File: src/rtl/unk_pkg.sv
package unk_pkg;
   typedef enum logic [1:0] {
      KIND_RD  = 2'b00,
      KIND_WR  = 2'b01,
      KIND_CPL = 2'b10,
      KIND_RSV = 2'b11
   } kind_e;

   localparam logic [2:0] CPL_ST_UR = 3'b001;
endpackage

File: src/rtl/unk_classify.sv
module unk_classify #(
   parameter int ADDR_W        = 48,
   parameter int LEN_W         = 10,
   parameter int NARROW_AW     = 36,
   parameter int MAX_PAYLOAD_B = 64
) (
   input  logic [1:0]        kind,
   input  logic [ADDR_W-1:0] addr,
   input  logic [LEN_W-1:0]  len,
   output logic              is_read,
   output logic              oversize
);
   import unk_pkg::*;

   localparam int MAX_DW = MAX_PAYLOAD_B / 4;
   localparam logic [LEN_W:0] MAX_DW_V = (LEN_W+1)'(MAX_DW);
   localparam logic [LEN_W:0] FULL_DW  = (LEN_W+1)'(1) << LEN_W;

   logic             addr_wide;
   logic [LEN_W:0]   words;

   generate
      if (ADDR_W > NARROW_AW) begin : g_wide
         assign addr_wide = |addr[ADDR_W-1:NARROW_AW];
      end else begin : g_narrow
         assign addr_wide = 1'b0;
      end
   endgenerate

   always_comb begin
      words    = (len == '0) ? FULL_DW : {1'b0, len};
      is_read  = (kind == KIND_RD);
      oversize = addr_wide || (words > MAX_DW_V);
   end
endmodule

File: src/rtl/unk_resp.sv
module unk_resp #(
   parameter int ID_W  = 16,
   parameter int TAG_W = 8
) (
   input  logic             clk,
   input  logic             rst_n,
   input  logic             load,
   input  logic [ID_W-1:0]  ld_id,
   input  logic [TAG_W-1:0] ld_tag,
   output logic             can_accept,
   output logic             cpl_valid,
   input  logic             cpl_ready,
   output logic [ID_W-1:0]  cpl_id,
   output logic [TAG_W-1:0] cpl_tag
);
   assign can_accept = !cpl_valid || cpl_ready;

   always_ff @(posedge clk or negedge rst_n) begin
      if (!rst_n) begin
         cpl_valid <= 1'b0;
         cpl_id    <= '0;
         cpl_tag   <= '0;
      end else if (load) begin
         cpl_valid <= 1'b1;
         cpl_id    <= ld_id;
         cpl_tag   <= ld_tag;
      end else if (cpl_ready) begin
         cpl_valid <= 1'b0;
      end
   end
endmodule

File: src/rtl/unk_log.sv
module unk_log #(
   parameter int ADDR_W   = 48,
   parameter int ID_W     = 16,
   parameter int CNT_W    = 8,
   parameter bit SATURATE = 1'b1
) (
   input  logic              clk,
   input  logic              rst_n,
   input  logic              ev,
   input  logic [1:0]        ev_kind,
   input  logic [ID_W-1:0]   ev_id,
   input  logic [ADDR_W-1:0] ev_addr,
   input  logic              ev_over,
   input  logic              clr_status,
   input  logic              clr_count,
   output logic              log_valid,
   output logic [1:0]        log_kind,
   output logic [ID_W-1:0]   log_id,
   output logic [ADDR_W-1:0] log_addr,
   output logic              log_over,
   output logic [CNT_W-1:0]  log_count
);
   localparam logic [CNT_W-1:0] CNT_MAX = '1;
   localparam logic [CNT_W-1:0] CNT_ONE = CNT_W'(1);

   logic             capture;
   logic [CNT_W-1:0] cnt_inc;

   assign capture = ev && (!log_valid || clr_status);

   generate
      if (SATURATE) begin : g_sat
         assign cnt_inc = (log_count == CNT_MAX) ? log_count : log_count + CNT_ONE;
      end else begin : g_wrap
         assign cnt_inc = log_count + CNT_ONE;
      end
   endgenerate

   always_ff @(posedge clk or negedge rst_n) begin
      if (!rst_n) begin
         log_valid <= 1'b0;
         log_kind  <= '0;
         log_id    <= '0;
         log_addr  <= '0;
         log_over  <= 1'b0;
      end else if (capture) begin
         log_valid <= 1'b1;
         log_kind  <= ev_kind;
         log_id    <= ev_id;
         log_addr  <= ev_addr;
         log_over  <= ev_over;
      end else if (clr_status) begin
         log_valid <= 1'b0;
         log_kind  <= '0;
         log_id    <= '0;
         log_addr  <= '0;
         log_over  <= 1'b0;
      end
   end

   always_ff @(posedge clk or negedge rst_n) begin
      if (!rst_n)         log_count <= '0;
      else if (clr_count) log_count <= ev ? CNT_ONE : '0;
      else if (ev)        log_count <= cnt_inc;
   end
endmodule

File: src/rtl/unclaimed_txn_sink.sv
module unclaimed_txn_sink #(
   parameter int ADDR_W        = 48,
   parameter int ID_W          = 16,
   parameter int TAG_W         = 8,
   parameter int LEN_W         = 10,
   parameter int BC_W          = 12,
   parameter int CNT_W         = 8,
   parameter int NARROW_AW     = 36,
   parameter int MAX_PAYLOAD_B = 64,
   parameter bit SATURATE      = 1'b1
) (
   input  logic              clk,
   input  logic              rst_n,
   input  logic              in_valid,
   output logic              in_ready,
   input  logic [1:0]        in_kind,
   input  logic [ID_W-1:0]   in_src_id,
   input  logic [TAG_W-1:0]  in_tag,
   input  logic [LEN_W-1:0]  in_len,
   input  logic [ADDR_W-1:0] in_addr,
   output logic              cpl_valid,
   input  logic              cpl_ready,
   output logic [ID_W-1:0]   cpl_req_id,
   output logic [TAG_W-1:0]  cpl_tag,
   output logic [2:0]        cpl_status,
   output logic [BC_W-1:0]   cpl_byte_cnt,
   input  logic              clr_status,
   input  logic              clr_count,
   output logic              log_valid,
   output logic [1:0]        log_kind,
   output logic [ID_W-1:0]   log_src_id,
   output logic [ADDR_W-1:0] log_addr,
   output logic              log_oversize,
   output logic [CNT_W-1:0]  log_count,
   output logic              err_irq
);
   import unk_pkg::*;

   generate
      if (ADDR_W < 1 || ID_W < 1 || TAG_W < 1 || LEN_W < 1 || CNT_W < 1) begin : g_bad_w
         $error("unclaimed_txn_sink: all widths must be positive");
      end
      if (MAX_PAYLOAD_B < 4 || (MAX_PAYLOAD_B % 4) != 0) begin : g_bad_pl
         $error("unclaimed_txn_sink: payload limit must be a positive multiple of 4");
      end
      if (NARROW_AW < 1) begin : g_bad_aw
         $error("unclaimed_txn_sink: narrow address width must be positive");
      end
   endgenerate

   logic is_read;
   logic oversize;
   logic can_accept;
   logic fire;

   unk_classify #(
      .ADDR_W(ADDR_W), .LEN_W(LEN_W),
      .NARROW_AW(NARROW_AW), .MAX_PAYLOAD_B(MAX_PAYLOAD_B)
   ) u_cls (
      .kind(in_kind), .addr(in_addr), .len(in_len),
      .is_read(is_read), .oversize(oversize)
   );

   assign in_ready = !is_read || can_accept;
   assign fire     = in_valid && in_ready;

   unk_resp #(.ID_W(ID_W), .TAG_W(TAG_W)) u_resp (
      .clk(clk), .rst_n(rst_n),
      .load(fire && is_read), .ld_id(in_src_id), .ld_tag(in_tag),
      .can_accept(can_accept),
      .cpl_valid(cpl_valid), .cpl_ready(cpl_ready),
      .cpl_id(cpl_req_id), .cpl_tag(cpl_tag)
   );

   assign cpl_status   = CPL_ST_UR;
   assign cpl_byte_cnt = '0;

   unk_log #(
      .ADDR_W(ADDR_W), .ID_W(ID_W), .CNT_W(CNT_W), .SATURATE(SATURATE)
   ) u_log (
      .clk(clk), .rst_n(rst_n),
      .ev(fire), .ev_kind(in_kind), .ev_id(in_src_id),
      .ev_addr(in_addr), .ev_over(oversize),
      .clr_status(clr_status), .clr_count(clr_count),
      .log_valid(log_valid), .log_kind(log_kind), .log_id(log_src_id),
      .log_addr(log_addr), .log_over(log_oversize), .log_count(log_count)
   );

   assign err_irq = log_valid;
endmodule

File: config.mk
export PLATFORM = sky130hd
export DESIGN_NAME = unclaimed_txn_sink
export DESIGN_NICKNAME = d
export VERILOG_FILES = /design/src/rtl/unk_pkg.sv /design/src/rtl/unk_classify.sv /design/src/rtl/unk_resp.sv /design/src/rtl/unk_log.sv /design/src/rtl/unclaimed_txn_sink.sv
export SDC_FILE = /design/constraint.sdc
export NUM_CORES = 1
export LEC_CHECK = 0
export ABC_AREA = 0
export CAP_MARGIN = 0
export CELL_PAD_IN_SITES_DETAIL_PLACEMENT = 0
export CELL_PAD_IN_SITES_GLOBAL_PLACEMENT = 1
export CORE_MARGIN = 2
export CORE_UTILIZATION = 32
export DETAILED_ROUTE_END_ITERATION = 8
export PLACE_DENSITY_LB_ADDON = 0.1
export SLEW_MARGIN = 20
export SYNTH_ARGS = -nofsm -noshare
export SYNTH_HDL_FRONTEND = slang
export SYNTH_SLANG_ARGS = --single-unit
File: constraint.sdc
create_clock -name clk -period 3.1 [get_ports clk]
set_input_delay 0.62 -clock clk [delete_from_list [all_inputs] [get_ports clk]]
set_output_delay 0.62 -clock clk [all_outputs]
set_load 0.01 [all_outputs]
# [Word level (Yosys, flattened, before mapping)]
# Index checks and enable logic that the tools add are counted.
[word_totals] regBits=101 inputBits=90 out_inout_bits=118 word_cells=46
[classes] addsub=1 magnitude_cmp=1 n_eq_ne=2 mux=16 n_reduce_logical=17
[ops] cell="$mux 48" n=2
[ops] cell="$mux 16" n=2
[ops] cell="$mux 8" n=3
[ops] cell="$reduce_or 12->1" n=1
[ops] cell="$gt 11x5->1 const B" n=1
[ops] cell="$mux 11" n=1
[ops] cell="$logic_not 10->1" n=1
[ops] cell="$add 8x1->8 const B" n=1
[ops] cell="$eq 8x8->1 const B" n=1
[ops] cell="$mux 1" n=6
[ops] cell="$reduce_bool 2->1" n=3
[ops] cell="$logic_or 1x1->1" n=4
[ops] cell="$mux 2" n=2
[ops] cell="$logic_and 1x1->1" n=3
[ops] cell="$logic_not 1->1" n=3
[ops] cell="$logic_not 2->1" n=1
[ops] cell="$ne 2x2->1 const B" n=1
[ops] cell="$reduce_and 2->1" n=1

# [Logic depth before layout (Yosys ltp)]
[logic_depth] ltp_word=6 mapped_depth=8 depth_no_buf=5

# [By module]
# A second synthesis with hierarchy kept.
[hier_totals] cells_unflattened=355 area_unflattened_um2=4723.3
[by_module_without_submodules] mod="unk_log" n_inst=1 cells_per_inst=270 area_each_um2=3454.6 seq_area_each_um2=1901.8
[by_module_without_submodules] mod="unk_resp" n_inst=1 cells_per_inst=54 area_each_um2=1031.0 seq_area_each_um2=625.6
[by_module_without_submodules] mod="unclaimed_txn_sink" n_inst=1 cells_per_inst=21 area_each_um2=157.7 seq_area_each_um2=0.0
[by_module_without_submodules] mod="unk_classify" n_inst=1 cells_per_inst=10 area_each_um2=80.1 seq_area_each_um2=0.0

# [Least setup slack after synthesis]
# Ideal clock, no wire load.
[synth_path] kind="input to register" from="in in_kind[0]" to="reg u_resp.cpl_id[10]" setup_time_ns=0.125 arrival_time_ns=2.035 required_ns=2.975 slack_ns=0.940 path_stages=7 n_path_buf=3 cell_sequence="or4b_1 > buf_2 > nand2_1 > or3_1 > buf_6 > buf_12 > mux2_4"
[synth_between] elab_chain_cells=5
[synth_lines] element="start, declared" line="unclaimed_txn_sink.sv:16" source="input logic [1:0] in_kind,"
[synth_lines] element="$logic_not 2->1" line="unk_classify.sv:32" source="is_read = (kind == KIND_RD);"
[synth_lines] element="$logic_not 1->1" line="unclaimed_txn_sink.sv:64" source="assign in_ready = !is_read || can_accept;"
[synth_lines] element="$logic_or 1x1->1" line="unclaimed_txn_sink.sv:64"
[synth_lines] element="named net in_ready" line="unclaimed_txn_sink.sv:15" source="output logic in_ready,"
[synth_lines] element="$logic_and 1x1->1" line="unclaimed_txn_sink.sv:65" source="assign fire = in_valid && in_ready;"
[synth_lines] element="$logic_and 1x1->1" line="unclaimed_txn_sink.sv:69" source=".load(fire && is_read), .ld_id(in_src_id), .ld_tag(in_tag),"
[synth_lines] element="end signal, assigned" line="unk_resp.sv:25" source="cpl_id <= ld_id;"
[synth_lines] element="end, declared" line="unk_resp.sv:13" source="output logic [ID_W-1:0] cpl_id,"
# The timed path passes the listed nets, and every way through them passes these cells.
# A chain may end at the register's enable or synchronous reset.

# [Final worst setup path]
[layout_path] from="in in_kind[0]" to="out in_ready"
[layout_between] elab_chain_cells=3
[layout_lines] element="$logic_not 2->1" line="unk_classify.sv:32"
[layout_lines] element="$logic_not 1->1" line="unclaimed_txn_sink.sv:64"
[layout_lines] element="$logic_or 1x1->1" line="unclaimed_txn_sink.sv:64"
[layout_lines] element="end, declared" line="unclaimed_txn_sink.sv:15"
# Every way passes these cells.

==> results.yml <==
run_status:
  status: "complete, no violations"
floorplan:
  die-area_sq_mm: 0.0145
  start_util: 0.327
  pin_count: 208
  fp.dieH_um: 120
  coreArea_sq_mm: 0.0132
  die_x_um: 120
  core.rowCount: 42
detailed_routing:
  drt-wirelength-per-cell_um: 15.4
  detail-route-antenna-nets: 0
  via_per_inst: 4.63
  drt_iter0_drc: 156
  finalWirelength_mm: 12.0
  first_pass_iters: 4
  vias: 3618
  drc: 0
sta:
  relSlewSlack: 0.457
  post-route-period-util: 0.907
  period_minus_slack_ns: 2.81
  drv_slew: 0
  rsz0062_at_grt: "no"
  worst_slew_pin_slew_ns: 0.815
  timing.setup.tns_ns: 0
  finalSetupViolCount: 0
  setup_slack_ns: 0.289
  hold_viol: 0
  fmax_mhz: 356
  skew_ns: 0.00367
clock_network:
  clk_pin_slew_ns: 0.06
  htreeDepth: 3
  root_buffer: "clkbuf_16"
  numClockSinks: 101
  cts_buffer_depth: 2
  postCtsSetupRepairBufs: 0
  cts_resized: 0
  ctsHoldBuffers: 0
  cts_buffers: 9
  cts_tree: "yes"
  clk_latency_ns: 0.35
power_and_ir_drop:
  p_per_area_mw_per_mm2: 516
  switchingPower_mw: 0.889
  p_int_mw: 2.53
  switching_share: 0.260
  pwr-share-clk: 0.305
  power.leakage_nw: 3.10
  seqPwrFrac: 0.454
  pwr-share-comb: 0.241
  ir_drop_mv: 0.414
critical_path:
  crit_path_start_kind: "primary input"
  startpoint: "in_kind[0]"
  critPathMostFrequentCell: "clkdlybuf4s50_1"
  crit_family: "buffers and inverters"
  cp_num_buf_inv: 2
  crit_chain: "clkdlybuf4s50_1 -> or4b_1 -> clkdlybuf4s50_1"
  crit_path_max_incr_delay_ns: 0.62
  crit_type: "primary input to primary output"
  crit_arrival_ns: 2.19
  endpoint_kind: "primary output"
  cpMaxStageDelayCell: "or4b_1"
  required_ns: 2.48
  worstReg2RegStart: "u_resp.cpl_valid"
  cp_max_fo: 3
layout:
  area_growth_pct: 52.9
  final_nets: 694
  drive_above_1_share: 0.0858
  diodes: 0
yosys:
  yosys.cell_types.count: 33
  ys_ff_latch: 101
  ys.flop_type: "dfrtp_1"
  syn_avg_cell_area_sq_um: 10.3
  synth_area_sq_mm: 0.00433
  synthArstFlopShare: 1.00
  yosysSeqAreaShare: 0.584
  synth_enable_flop_cells: 0
  synthCells: 420
  yosysWarnings: 0
grt:
  grt_pass1_wl_mm: 18.7
  grt_pass1_vias: 3613
  met1_usage: 0.202
  grt_util_met2: 0.271
  gr-usage-met3: 0.0783
  track_usage: 0.166
  antenna_found_initial: 0
  gr-total-overflow: 0
  grt-busiest-layer: "met2"
  grt_max_degree: 62
flow_run:
  drv_cap: 0
placed_design:
  dpl.hpwl_mm: 8.44
  io_buffer_count: 192
  gp_congestion: 0.752
  pre_cts_ws_ns: 0.272
min_path:
  min_path_type: "primary input to asynchronous set/reset pin"
==> path summary, 6_finish.rpt <==
kind                                 endpoint  slack, ns  cells after the start
setup reg to reg            u_log.log_addr[7]       1.16                      6
hold / removal              u_log.log_addr[8]       0.34                      1
min in group clk           u_log.log_addr[44]       0.51                      2
hold reg to reg            u_log.log_addr[44]       0.51                      2
setup / recovery                     in_ready       0.29                      3
max in group asynchronous  u_log.log_addr[16]       2.06                      2
==> through the flow <==
stage / hold slack, ns / utilization / total power, mW / cell area (sq um) / std cells
2_1_floorplan: 0.324 / - / 1.90 / 4380 / 433
3_5_place_dp: 0.492 / 0.480 / 2.41 / 6350 / 768
5_1_grt: 0.420 / 0.500 / 3.58 / 6620 / 782
4_1_cts: 0.393 / 0.500 / 3.47 / 6620 / 782
3_3_place_gp: 0.488 / 0.480 / 2.40 / 6350 / 768
6_report: 0.337 / 0.500 / 3.42 / 6620 / 782
==> cells by family (layout without fill, tap and decap cells) <==
family | count (synthesis) | count (layout) | share of synthesized area
and+or+nand+nor | 228 | 228 | 0.230
buffers and inverters | 45 | 218 | 0.0734
DFF | 101 | 101 | 0.584
AOI/OAI and AO/OA | 16 | 16 | 0.0231
adders and majority gates | 1 | 1 | 0.00289
other | 2 | 15 | 0.00173
xor gates and xnor gates | 2 | 2 | 0.00405
muxes | 25 | 25 | 0.0812
==> final cells by class <==
class	instances	area, sq um
fillers	1256	6630
flip-flops and latches	101	2530
repair buffers	202	2060
multi-input cells	287	1540
clock buffers	12	256
well taps	176	220
clock inverters	2	10.0
inverters	2	7.51
==> registers in the layout, summed over array words and instances (netlist names) <==
register,count
u_log.log_over,1
u_resp.cpl_valid,1
u_log.log_id,16
u_log.log_kind,2
u_resp.cpl_id,16
u_resp.cpl_tag,8
u_log.log_count,8
u_log.log_addr,48
u_log.log_valid,1
==> power by group through the flow <==
stage | clock (mW) | sequential, mW | combinational, mW
after floorplan | 0 | 1.64 | 0.261
after global placement | 0 | 1.57 | 0.829
after detailed placement | 0 | 1.57 | 0.833
after CTS | 1.08 | 1.55 | 0.837
after global routing | 1.13 | 1.57 | 0.886
final | 1.04 | 1.55 | 0.823
==> layer usage <==
layer	wire length (um)	vias up
met5	0	-
met4	98	0
met3	1130	8
met2	5660	136
met1	5150	1748
li1	-	1726
==> cells in the mapped netlist, types with 2 or more instances <==
master    count  area, sq um
nand3_1      71          355
buf_12        2         40.0
nand4_1       2         12.5
buf_4        20          150
nand2_1     137          514
buf_6         4         45.0
a21oi_1       6         30.0
conb_1        2         7.51
buf_2         9         45.0
dfrtp_1     101         2530
mux2_4       19          285
nor4_1        5         31.3
mux2_2        5         56.3
inv_1         2         7.51
or4_1         2         15.0
or3_1         4         25.0
nor2_1        3         11.3
clkbuf_1      7         26.3
o31ai_1       2         15.0
o21ai_0       4         20.0
==> layout by cell type (no fill, tap or decap), drive strengths merged, types with 4 or more instances in the layout <==
master / instances
dfrtp: 101
buf: 11
clkdlybuf4s50: 191
a21oi: 6
nand3: 71
clkbuf: 12
conb: 15
nand2: 137
or3: 4
o21ai: 4
mux2: 24
nor4: 5
(Power assumes the default switching activity.)
